--- src/rtl/zs_pkg.sv ---
package zs_pkg;

   typedef enum logic [1:0] {
      ST_IDLE  = 2'd0,
      ST_READ  = 2'd1,
      ST_MERGE = 2'd2
   } zs_state_e;

   typedef struct packed {
      logic stencil;
      logic fmt32;
      logic lane;
   } zs_rsel_t;

endpackage

--- src/rtl/zs_tile_map.sv ---
module zs_tile_map #(
   parameter int CW   = 12,
   parameter int AW   = 28,
   parameter bit WIDE = 1'b1
) (
   input  logic [CW-1:0] x,
   input  logic [CW-1:0] y,
   input  logic [CW-1:0] pitch,
   output logic [AW-1:0] addr
);
   localparam int XSH = WIDE ? 4 : 5;

   if (CW < 6) begin : g_bad_cw
      $error("zs_tile_map: CW must be at least 6");
   end
   if (AW < 14) begin : g_bad_aw
      $error("zs_tile_map: AW must be at least 14");
   end

   logic [AW-1:0] blk_row;
   logic [AW-1:0] blk_col;
   logic [AW-1:0] blk_per_row;
   logic [AW-1:0] blk;
   logic          unused_blk_hi;

   assign blk_row     = AW'(y >> 4);
   assign blk_col     = AW'(x >> XSH);
   assign blk_per_row = AW'(pitch >> XSH);
   assign blk         = blk_row * blk_per_row + blk_col;
   assign unused_blk_hi = ^blk[AW-1:AW-10];

   if (WIDE) begin : g_map32
      assign addr = {blk[AW-11:2], x[3] ^ y[4], y[3], blk[1:0],
                     x[4] ^ y[2], y[1:0], x[2:0], 2'b00};
   end else begin : g_map16
      assign addr = {blk[AW-11:2], x[4] ^ y[4], y[3], blk[1:0],
                     x[3], y[2:0], x[2:0], 1'b0};
   end

endmodule

--- src/rtl/zs_addr_xlate.sv ---
module zs_addr_xlate #(
   parameter int CW = 12,
   parameter int AW = 28
) (
   input  logic [CW-1:0] x,
   input  logic [CW-1:0] y,
   input  logic [CW-1:0] org_x,
   input  logic [CW-1:0] org_y,
   input  logic [CW-1:0] pitch,
   input  logic          fmt32,
   input  logic          linear,
   output logic [AW-1:0] addr
);
   localparam int NMAP = 2;

   if (AW < 2 * CW + 3) begin : g_bad_aw
      $error("zs_addr_xlate: AW too small for CW");
   end

   logic [CW-1:0] xe;
   logic [CW-1:0] ye;
   logic [AW-1:0] tile_addr [NMAP];
   logic [AW-1:0] pix_index;
   logic [AW-1:0] lin_addr;

   assign xe = x + org_x;
   assign ye = y + org_y;

   for (genvar v = 0; v < NMAP; v++) begin : g_map
      zs_tile_map #(
         .CW  (CW),
         .AW  (AW),
         .WIDE(v == 1)
      ) u_map (
         .x    (xe),
         .y    (ye),
         .pitch(pitch),
         .addr (tile_addr[v])
      );
   end

   assign pix_index = AW'(xe) + AW'(ye) * AW'(pitch);
   assign lin_addr  = fmt32 ? (pix_index << 2) : (pix_index << 1);
   assign addr      = linear ? lin_addr : tile_addr[fmt32];

endmodule

--- src/rtl/zs_field_unit.sv ---
module zs_field_unit
   import zs_pkg::*;
#(
   parameter int DW = 24,
   parameter int SW = 8
) (
   input  logic [DW+SW-1:0] old_word,
   input  logic [DW-1:0]    new_field,
   input  logic             sel_stencil,
   output logic [DW+SW-1:0] merged,
   input  logic [DW+SW-1:0] rword,
   input  zs_rsel_t         rsel,
   output logic [DW+SW-1:0] rfield
);
   localparam int WW = DW + SW;
   localparam int HW = WW / 2;

   if (WW != 32 || DW < SW) begin : g_bad_width
      $error("zs_field_unit: depth plus stencil must fill 32 bits");
   end

   always_comb begin
      if (sel_stencil) merged = {new_field[SW-1:0], old_word[DW-1:0]};
      else             merged = {old_word[WW-1:DW], new_field};
   end

   always_comb begin
      if (rsel.fmt32) begin
         if (rsel.stencil) rfield = WW'(rword[WW-1:DW]);
         else              rfield = WW'(rword[DW-1:0]);
      end else begin
         rfield = rsel.lane ? WW'(rword[WW-1:HW]) : WW'(rword[HW-1:0]);
      end
   end

endmodule

--- src/rtl/zs_access_unit.sv ---
module zs_access_unit
   import zs_pkg::*;
#(
   parameter int CW = 12,
   parameter int AW = 28
) (
   input  logic          clk,
   input  logic          rst_n,
   input  logic          req_valid,
   output logic          req_ready,
   input  logic          req_write,
   input  logic          req_stencil,
   input  logic [CW-1:0] req_x,
   input  logic [CW-1:0] req_y,
   input  logic [31:0]   req_wdata,
   input  logic          cfg_fmt32,
   input  logic          cfg_linear,
   input  logic [CW-1:0] cfg_pitch,
   input  logic [CW-1:0] cfg_org_x,
   input  logic [CW-1:0] cfg_org_y,
   output logic          mem_en,
   output logic          mem_we,
   output logic [AW-1:0] mem_addr,
   output logic [3:0]    mem_be,
   output logic [31:0]   mem_wdata,
   input  logic [31:0]   mem_rdata,
   output logic          rd_valid,
   output logic [31:0]   rd_data,
   output logic          busy
);
   localparam int DW = 24;
   localparam int SW = 8;
   localparam logic [3:0] BE_LO  = 4'b0011;
   localparam logic [3:0] BE_HI  = 4'b1100;
   localparam logic [3:0] BE_ALL = 4'b1111;

   zs_state_e     state_q;
   logic [AW-1:0] addr_q;
   logic [DW-1:0] wfield_q;
   logic          stn_q;
   zs_rsel_t      rsel_q;
   logic          rd_valid_q;

   logic [AW-1:0] xl_addr;
   logic          accept;
   logic          needs_rmw;
   logic          stn_eff;
   logic [31:0]   merged_word;
   logic [31:0]   read_field;
   logic          unused_wd_hi;

   assign unused_wd_hi = ^req_wdata[31:DW];

   zs_addr_xlate #(
      .CW(CW),
      .AW(AW)
   ) u_xlate (
      .x     (req_x),
      .y     (req_y),
      .org_x (cfg_org_x),
      .org_y (cfg_org_y),
      .pitch (cfg_pitch),
      .fmt32 (cfg_fmt32),
      .linear(cfg_linear),
      .addr  (xl_addr)
   );

   zs_field_unit #(
      .DW(DW),
      .SW(SW)
   ) u_field (
      .old_word   (mem_rdata),
      .new_field  (wfield_q),
      .sel_stencil(stn_q),
      .merged     (merged_word),
      .rword      (mem_rdata),
      .rsel       (rsel_q),
      .rfield     (read_field)
   );

   assign req_ready = (state_q == ST_IDLE);
   assign busy      = (state_q != ST_IDLE);
   assign accept    = req_valid && req_ready;
   assign needs_rmw = req_write && cfg_fmt32;
   assign stn_eff   = req_stencil && cfg_fmt32;

   always_ff @(posedge clk) begin
      if (!rst_n) begin
         state_q    <= ST_IDLE;
         addr_q     <= '0;
         wfield_q   <= '0;
         stn_q      <= 1'b0;
         rsel_q     <= '0;
         rd_valid_q <= 1'b0;
      end else begin
         rd_valid_q <= accept && !req_write;
         unique case (state_q)
            ST_IDLE: begin
               if (accept) begin
                  rsel_q <= '{stencil: stn_eff, fmt32: cfg_fmt32, lane: xl_addr[1]};
                  if (needs_rmw) begin
                     addr_q   <= xl_addr;
                     wfield_q <= req_wdata[DW-1:0];
                     stn_q    <= req_stencil;
                     state_q  <= ST_READ;
                  end
               end
            end
            ST_READ:  state_q <= ST_MERGE;
            ST_MERGE: state_q <= ST_IDLE;
            default:  state_q <= ST_IDLE;
         endcase
      end
   end

   always_comb begin
      mem_en    = 1'b0;
      mem_we    = 1'b0;
      mem_addr  = xl_addr;
      mem_be    = BE_ALL;
      mem_wdata = '0;
      unique case (state_q)
         ST_IDLE: begin
            mem_en    = accept && !needs_rmw;
            mem_we    = accept && !needs_rmw && req_write;
            mem_addr  = xl_addr;
            mem_be    = req_write ? (xl_addr[1] ? BE_HI : BE_LO) : BE_ALL;
            mem_wdata = {2{req_wdata[15:0]}};
         end
         ST_READ: begin
            mem_en   = 1'b1;
            mem_addr = addr_q;
         end
         ST_MERGE: begin
            mem_en    = 1'b1;
            mem_we    = 1'b1;
            mem_addr  = addr_q;
            mem_wdata = merged_word;
         end
         default: begin
            mem_en = 1'b0;
         end
      endcase
   end

   assign rd_valid = rd_valid_q;
   assign rd_data  = read_field;

   // a read issued under busy is followed by a full-word write-back
   assert_rmw_writeback_R9: assert property (@(posedge clk) disable iff (!rst_n)
      (mem_en && !mem_we && busy) |=> (mem_en && mem_we && busy && mem_be == BE_ALL));

   // writes issued outside busy touch one half and replicate the data
   assert_lane_be_R5: assert property (@(posedge clk) disable iff (!rst_n)
      (mem_en && mem_we && !busy) |->
         ((mem_be == BE_LO || mem_be == BE_HI) && mem_wdata[31:16] == mem_wdata[15:0]));

   // stencil write-back keeps the stored depth bits
   assert_keep_depth_R7: assert property (@(posedge clk) disable iff (!rst_n)
      (mem_we && busy && stn_q) |-> (mem_wdata[DW-1:0] == mem_rdata[DW-1:0]));

   // depth write-back keeps the stored stencil byte
   assert_keep_stencil_R6: assert property (@(posedge clk) disable iff (!rst_n)
      (mem_we && busy && !stn_q) |-> (mem_wdata[31:DW] == mem_rdata[31:DW]));

   // a result appears only after a plain read was issued
   assert_rd_valid_R8: assert property (@(posedge clk) disable iff (!rst_n)
      rd_valid |-> $past(mem_en && !mem_we && !busy));

   // no acceptance while a read-modify-write is running
   assert_stall_R9: assert property (@(posedge clk) disable iff (!rst_n)
      busy |=> !(rd_valid && $past(busy) && !$past(req_ready)));

endmodule

--- config.mk ---
export PLATFORM = sky130hd
export DESIGN_NAME = zs_access_unit
export DESIGN_NICKNAME = d
export VERILOG_FILES = /design/src/rtl/zs_pkg.sv /design/src/rtl/zs_tile_map.sv /design/src/rtl/zs_addr_xlate.sv /design/src/rtl/zs_field_unit.sv /design/src/rtl/zs_access_unit.sv
export SDC_FILE = /design/constraint.sdc
export NUM_CORES = 1
export LEC_CHECK = 0
export BUFFER_PORTS_ARGS = -buffer_cell sky130_fd_sc_hd__buf_4
export CAP_MARGIN = 20
export CORE_MARGIN = 1
export CORE_UTILIZATION = 55
export DETAILED_ROUTE_END_ITERATION = 10
export GPL_TIMING_DRIVEN = 0
export PLACE_DENSITY = 0.87
export SLEW_MARGIN = 0
export SYNTH_ARGS = -nofsm -noshare
export SYNTH_HDL_FRONTEND = slang
export SYNTH_SLANG_ARGS = --single-unit
--- constraint.sdc ---
create_clock -name clk -period 20.4 [get_ports clk]
set_input_delay 1.02 -clock clk [delete_from_list [all_inputs] [get_ports clk]]
set_output_delay 1.02 -clock clk [all_outputs]
set_load 0.02 [all_outputs]
Word level (Yosys, flattened, before mapping)

Cells that the tools add are included.

Add/sub/neg operators: 5
$mul: 3
$lt $le $gt $ge: 1
Equality and inequality tests: 4
Muxes and demuxes: 19
Bitwise gates (word level): 4
Reduce and logical (&&, ||, !) cells: 14

Operators by type and width:

| cell               | count |
|---|---|
| $mux 28            | 6 |
| $mux 32            | 2 |
| $pmux 32 s2        | 1 |
| $add 12x24->25     | 1 |
| $add 12x12->12     | 2 |
| $mul 12x12->24     | 1 |
| $mux 24            | 1 |
| $add 18x7->18      | 1 |
| $add 16x8->17      | 1 |
| $mul 8x8->16       | 1 |
| $mux 16            | 1 |
| $mul 8x7->15       | 1 |
| $mux 4             | 3 |
| $logic_and 1x1->1  | 6 |
| $mux 2             | 2 |
| $ne 2x1->1 const B | 2 |
| $pmux 1 s2         | 2 |
| $pmux 2 s2         | 1 |
| $reduce_and 2->1   | 2 |
| $reduce_and 3->1   | 1 |
| $xor 1x1->1        | 3 |
| $eq 2x1->1 const B | 1 |
| $eq 2x2->1 const B | 1 |
| $ge 2x2->1 const B | 1 |
| other kinds (5)    | 6 |

Bits in registers: 59
Input port bits: 131
Output and inout bits: 101
Logic and storage cells: 58

Depth between registers and ports, before layout

Depth after elaboration: 10
Gate-level depth with buffers: 32
Gate-level depth less buffers: 31

Cells and area by module

From an unflattened synthesis, not the netlist that was laid out.

Cells, all modules: 1,867
Area total of the unflattened synthesis: 15,919.0 um2

By module, submodules not included:

| module                               | times used | cells each | area each (um2) | seq. area each (um2) |
|---|---|---|---|---|
| zs_addr_xlate                        | 1          | 853        | 7,154.4         | 0.0 |
| zs_access_unit                       | 1          | 346        | 2,997.9         | 1,181.1 |
| zs_tile_map (u_xlate.g_map[1].u_map) | 1          | 294        | 2,472.4         | 0.0 |
| zs_tile_map (u_xlate.g_map[0].u_map) | 1          | 274        | 2,316.0         | 0.0 |
| zs_field_unit                        | 1          | 100        | 978.4           | 0.0 |

Worst setup path after synthesis

Ideal clock, no wire load.

Path kind: input port to output port
From: input req_y[0]
To: output mem_addr[22]
Arrival time: 8.439 ns
Required time: 19.380 ns
Slack: 10.941 ns
Cell stages on the path: 31
Buffers on the path: 1
Cell sequence: ha_1 fa_1 a21o_1 a21oi_1 o21bai_1 a21oi_1 o21ai_1 a21oi_1 nor4bb_1 or3_1 clkbuf_1 and2_1 fa_1 inv_1 fa_1 inv_1 fa_1 fa_1 inv_1 fa_1 inv_1 ha_1 nand2_1 a2111oi_0 a21oi_1 a21oi_1 a31oi_1 o21a_1 xor2_1 mux2i_1 a222oi_1

Word-level cells in the longest chain between the ends: 8
Elaborated cells between the ends (all ways): 13
Those cells by class: 4 x add/sub; 3 x mul; 6 x mux

Ends and longest elaborated chain:

| item                                                  | RTL line              | source |
|---|---|---|
| start, declared                                       | zs_access_unit.sv:14  | `input logic [CW-1:0] req_y,` |
| $add 12x12->12 (*)                                    | zs_addr_xlate.sv:27   | `assign ye = y + org_y;` |
| $mul 8x7->15 / $mul 8x8->16 (equally long branches)   | zs_tile_map.sv:29     | `assign blk = blk_row * blk_per_row + blk_col;` |
| $add 18x7->18 / $add 16x8->17 (equally long branches) | zs_tile_map.sv:29     |  |
| $mux 28 (not written as such) (3 in a row)            | zs_addr_xlate.sv:44   | `assign addr = linear ? lin_addr : tile_addr[fmt32];` |
| $mux 28 (*)                                           | zs_addr_xlate.sv:44   |  |
| $mux 28 (*)                                           | zs_access_unit.sv:122 | `unique case (state_q)` |
| end, declared                                         | zs_access_unit.sv:23  | `output logic [AW-1:0] mem_addr,` |

Every way passes the cells marked *; elsewhere a longest branch is shown, timed or not. The select of a mux whose other input is x is not followed.

Worst setup path after layout

From: input req_y[0]
To: output mem_addr[23]

The elaborated chain is that of the path after synthesis.

==> metrics.cfg <==
[worst_setup_path]
crit_slowest_cell=fa_1
crit_start=req_y[0]
critPathMaxFanout=10
cp.required_ps=19380
crit_path_max_incr_delay_ps=540
crit_type=input pin to primary output
reg2reg_from=state_q[0]$_SDFFE_PN0P_
cp-end-kind=primary output
start_kind=input pin
r2r_slack_ps=17740
arrival_ps=9790
r2r-end=addr_q[15]$_SDFFE_PN0P_
reg2reg_depth=10

[drt]
wl_per_cell_um=18.3
drc_errors=0
wirelength_mm=40.2
drtIter0Drc=1376
dr.pass1.iters=6
viasPerCell=5.84
drtAntennaViolNets=0
vias=12868

[global_route]
grt_pass1_wl_mm=64.3
track_usage_pct=33.5
grt_start_max_net_pins=11
grt_pass1_vias=13009
antenna_found_initial=1
grt.overflow.total=0

[status]
status=finished, final reports clean

[cts]
cts_setup_buffers=0
cts_hold_buf=0
cts_tree=built
cts-resized-gates=0
cts_buffer_depth=2
cts_buffers=9
clock_sinks=57
cts.clk_slew.worst_paths_ps=50
clk_latency_ps=320
cts-root-buf=clkbuf_16
htreeDepth=3

[cells_and_area]
nets=2301
diodes=0
fillers=1958
syn_to_final_growth_pct=17.6
drive_gt1_share_pct=15.9

[timing]
fmax_mhz=92.5
hold_violations=0
setup_viol=0
min_period_ps=10810
rsz0062_at_grt=no
maxSlewHeadroom_pct=47.3
skew_ps=9.46
worst_pin_slew_ps=787
setup_tns_ps=0
maxSlewViolCount=0
post-route-period-util_pct=53.0

[die]
core-area_um2=23400
start_util_pct=55.9
fp.dieH_um=156
io_pins=232
die_x_um=156
rows=56
die-area_um2=24400

[synth]
synthesis.area_um2=13100
syn_avg_cell_area_um2=7.93
syn_inst=1649
synth_cell_types=78
synth_area_leaders=fa_1 22%, ha_1 14%, dfxtp_1 8.7%
yosysMostFrequentCell=inv_1
ys_seq_area_share_pct=8.73
synth_edf_count=0
ys_dominant_reg_cell=dfxtp_1
async_flop_share_pct=0
yosysWarnings=0
synth.top_cell.area_share_pct=21.7
synth_area_leader_cell=fa_1
synth-seq-cells=57
synth_common_cells=269 x inv_1, 182 x nand2_1, 147 x ha_1

[hold_path]
min_path_cells=2
min_from=wfield_q[10]$_SDFFE_PN0P_
hold_end=wfield_q[10]$_SDFFE_PN0P_
hold_class=flop to flop

[place]
io_buffers=212
gp_congestion=0.976
hpwl_mm=33.7

[flow_run]
max-cap-violations=0

[critical path: cells and delay by family]
kind	cells	cell delay (ps)
AO/OA/AOI/OAI	13	3220
AND/OR/NAND/NOR	4	900
adder cells (fa/ha/maj)	8	3500
multiplexers	1	350
buffers and inverters	7	790
[area by class of cell]
type	count	area [um2]	share of cell area, %
well taps	319	399	2.59
repair buffers	212	1590	10.3
clock inverters	2	12.5	0.0813
clock buffers	13	270	1.76
multi-input cells	1235	10600	68.6
inverters	271	1020	6.61
flip-flops and latches	57	1140	7.42
plain buffers	95	402	2.61
[layer usage]
| layer | wire [um] | up-vias | GRT usage, % |
|---|---|---|---|
| li1 | - | 5826 | - |
| met2 | 19400 | 721 | 57.2 |
| met3 | 3860 | 162 | 5.64 |
| met5 | 0 | - | 0 |
| met4 | 1700 | 0 | 13.7 |
| met1 | 15300 | 6159 | 41.8 |
[layout by cell type (no fill, tap or decap), types with 13 or more instances in the layout]
cell type  Yosys  routed
xnor2_1       42      42
fa_1         142     142
ha_1         147     147
nor2b_1       17      17
mux2_2        38      38
a211oi_1      24      24
mux2i_1       30      30
xor2_1        30      30
nand2_1      182     182
clkbuf_1      75      76
o21ai_0       67      67
a22o_1        32      32
buf_4         12     224
nand3_1       15      15
a21oi_1      105     105
a21o_1        17      17
nor2_1        79      79
and2_1       113     113
dfxtp_1       57      57
inv_1        269     269
o21bai_1      13      13
[through the flow]
| stage | hold WS, ps | setup WS, ps | utilization [%] | instances | instance area, um2 |
|---|---|---|---|---|---|
| final | 451 | 9590 | 65.7 | 2204 | 15400 |
| after global routing | 485 | 9170 | 65.7 | 2204 | 15400 |
| after CTS | 454 | 9680 | 65.7 | 2204 | 15400 |
| after detailed placement | 447 | 9700 | 64.5 | 2189 | 15100 |
| after global placement | 443 | 9940 | 64.5 | 2189 | 15100 |
| after floorplan | 434 | 10940 | - | 1658 | 13100 |
[how the worst max path moves through the flow]
| stage | to |
|---|---|
| after floorplan | mem_addr[22] |
| after CTS | mem_addr[23] |
| after global routing | mem_addr[23] |
| final | mem_addr[23] |
| after detailed placement | mem_addr[23] |
| after global placement | mem_addr[23] |
[kinds of logic after synthesis]
group           after synthesis  share of synthesized area [%]
compound gates              339                           17.1
mux                          68                           5.57
fa+ha+maj                   290                           35.9
xor+xnor                     74                           5.07
flops                        57                           8.73
other cells                   1                         0.0287
buf+inv                     366                           10.9
simple gates                454                           16.8
[registers in the layout, summed over array words and instances (netlist names)]
name and cells:
addr_q 26, rd_valid 1, rsel_q 3, state_q 2, stn_q 1, wfield_q 24
Power is left out: the tool's default activity adds up to more than one toggle a clock period on the data nets, which glitch-free logic cannot reach.
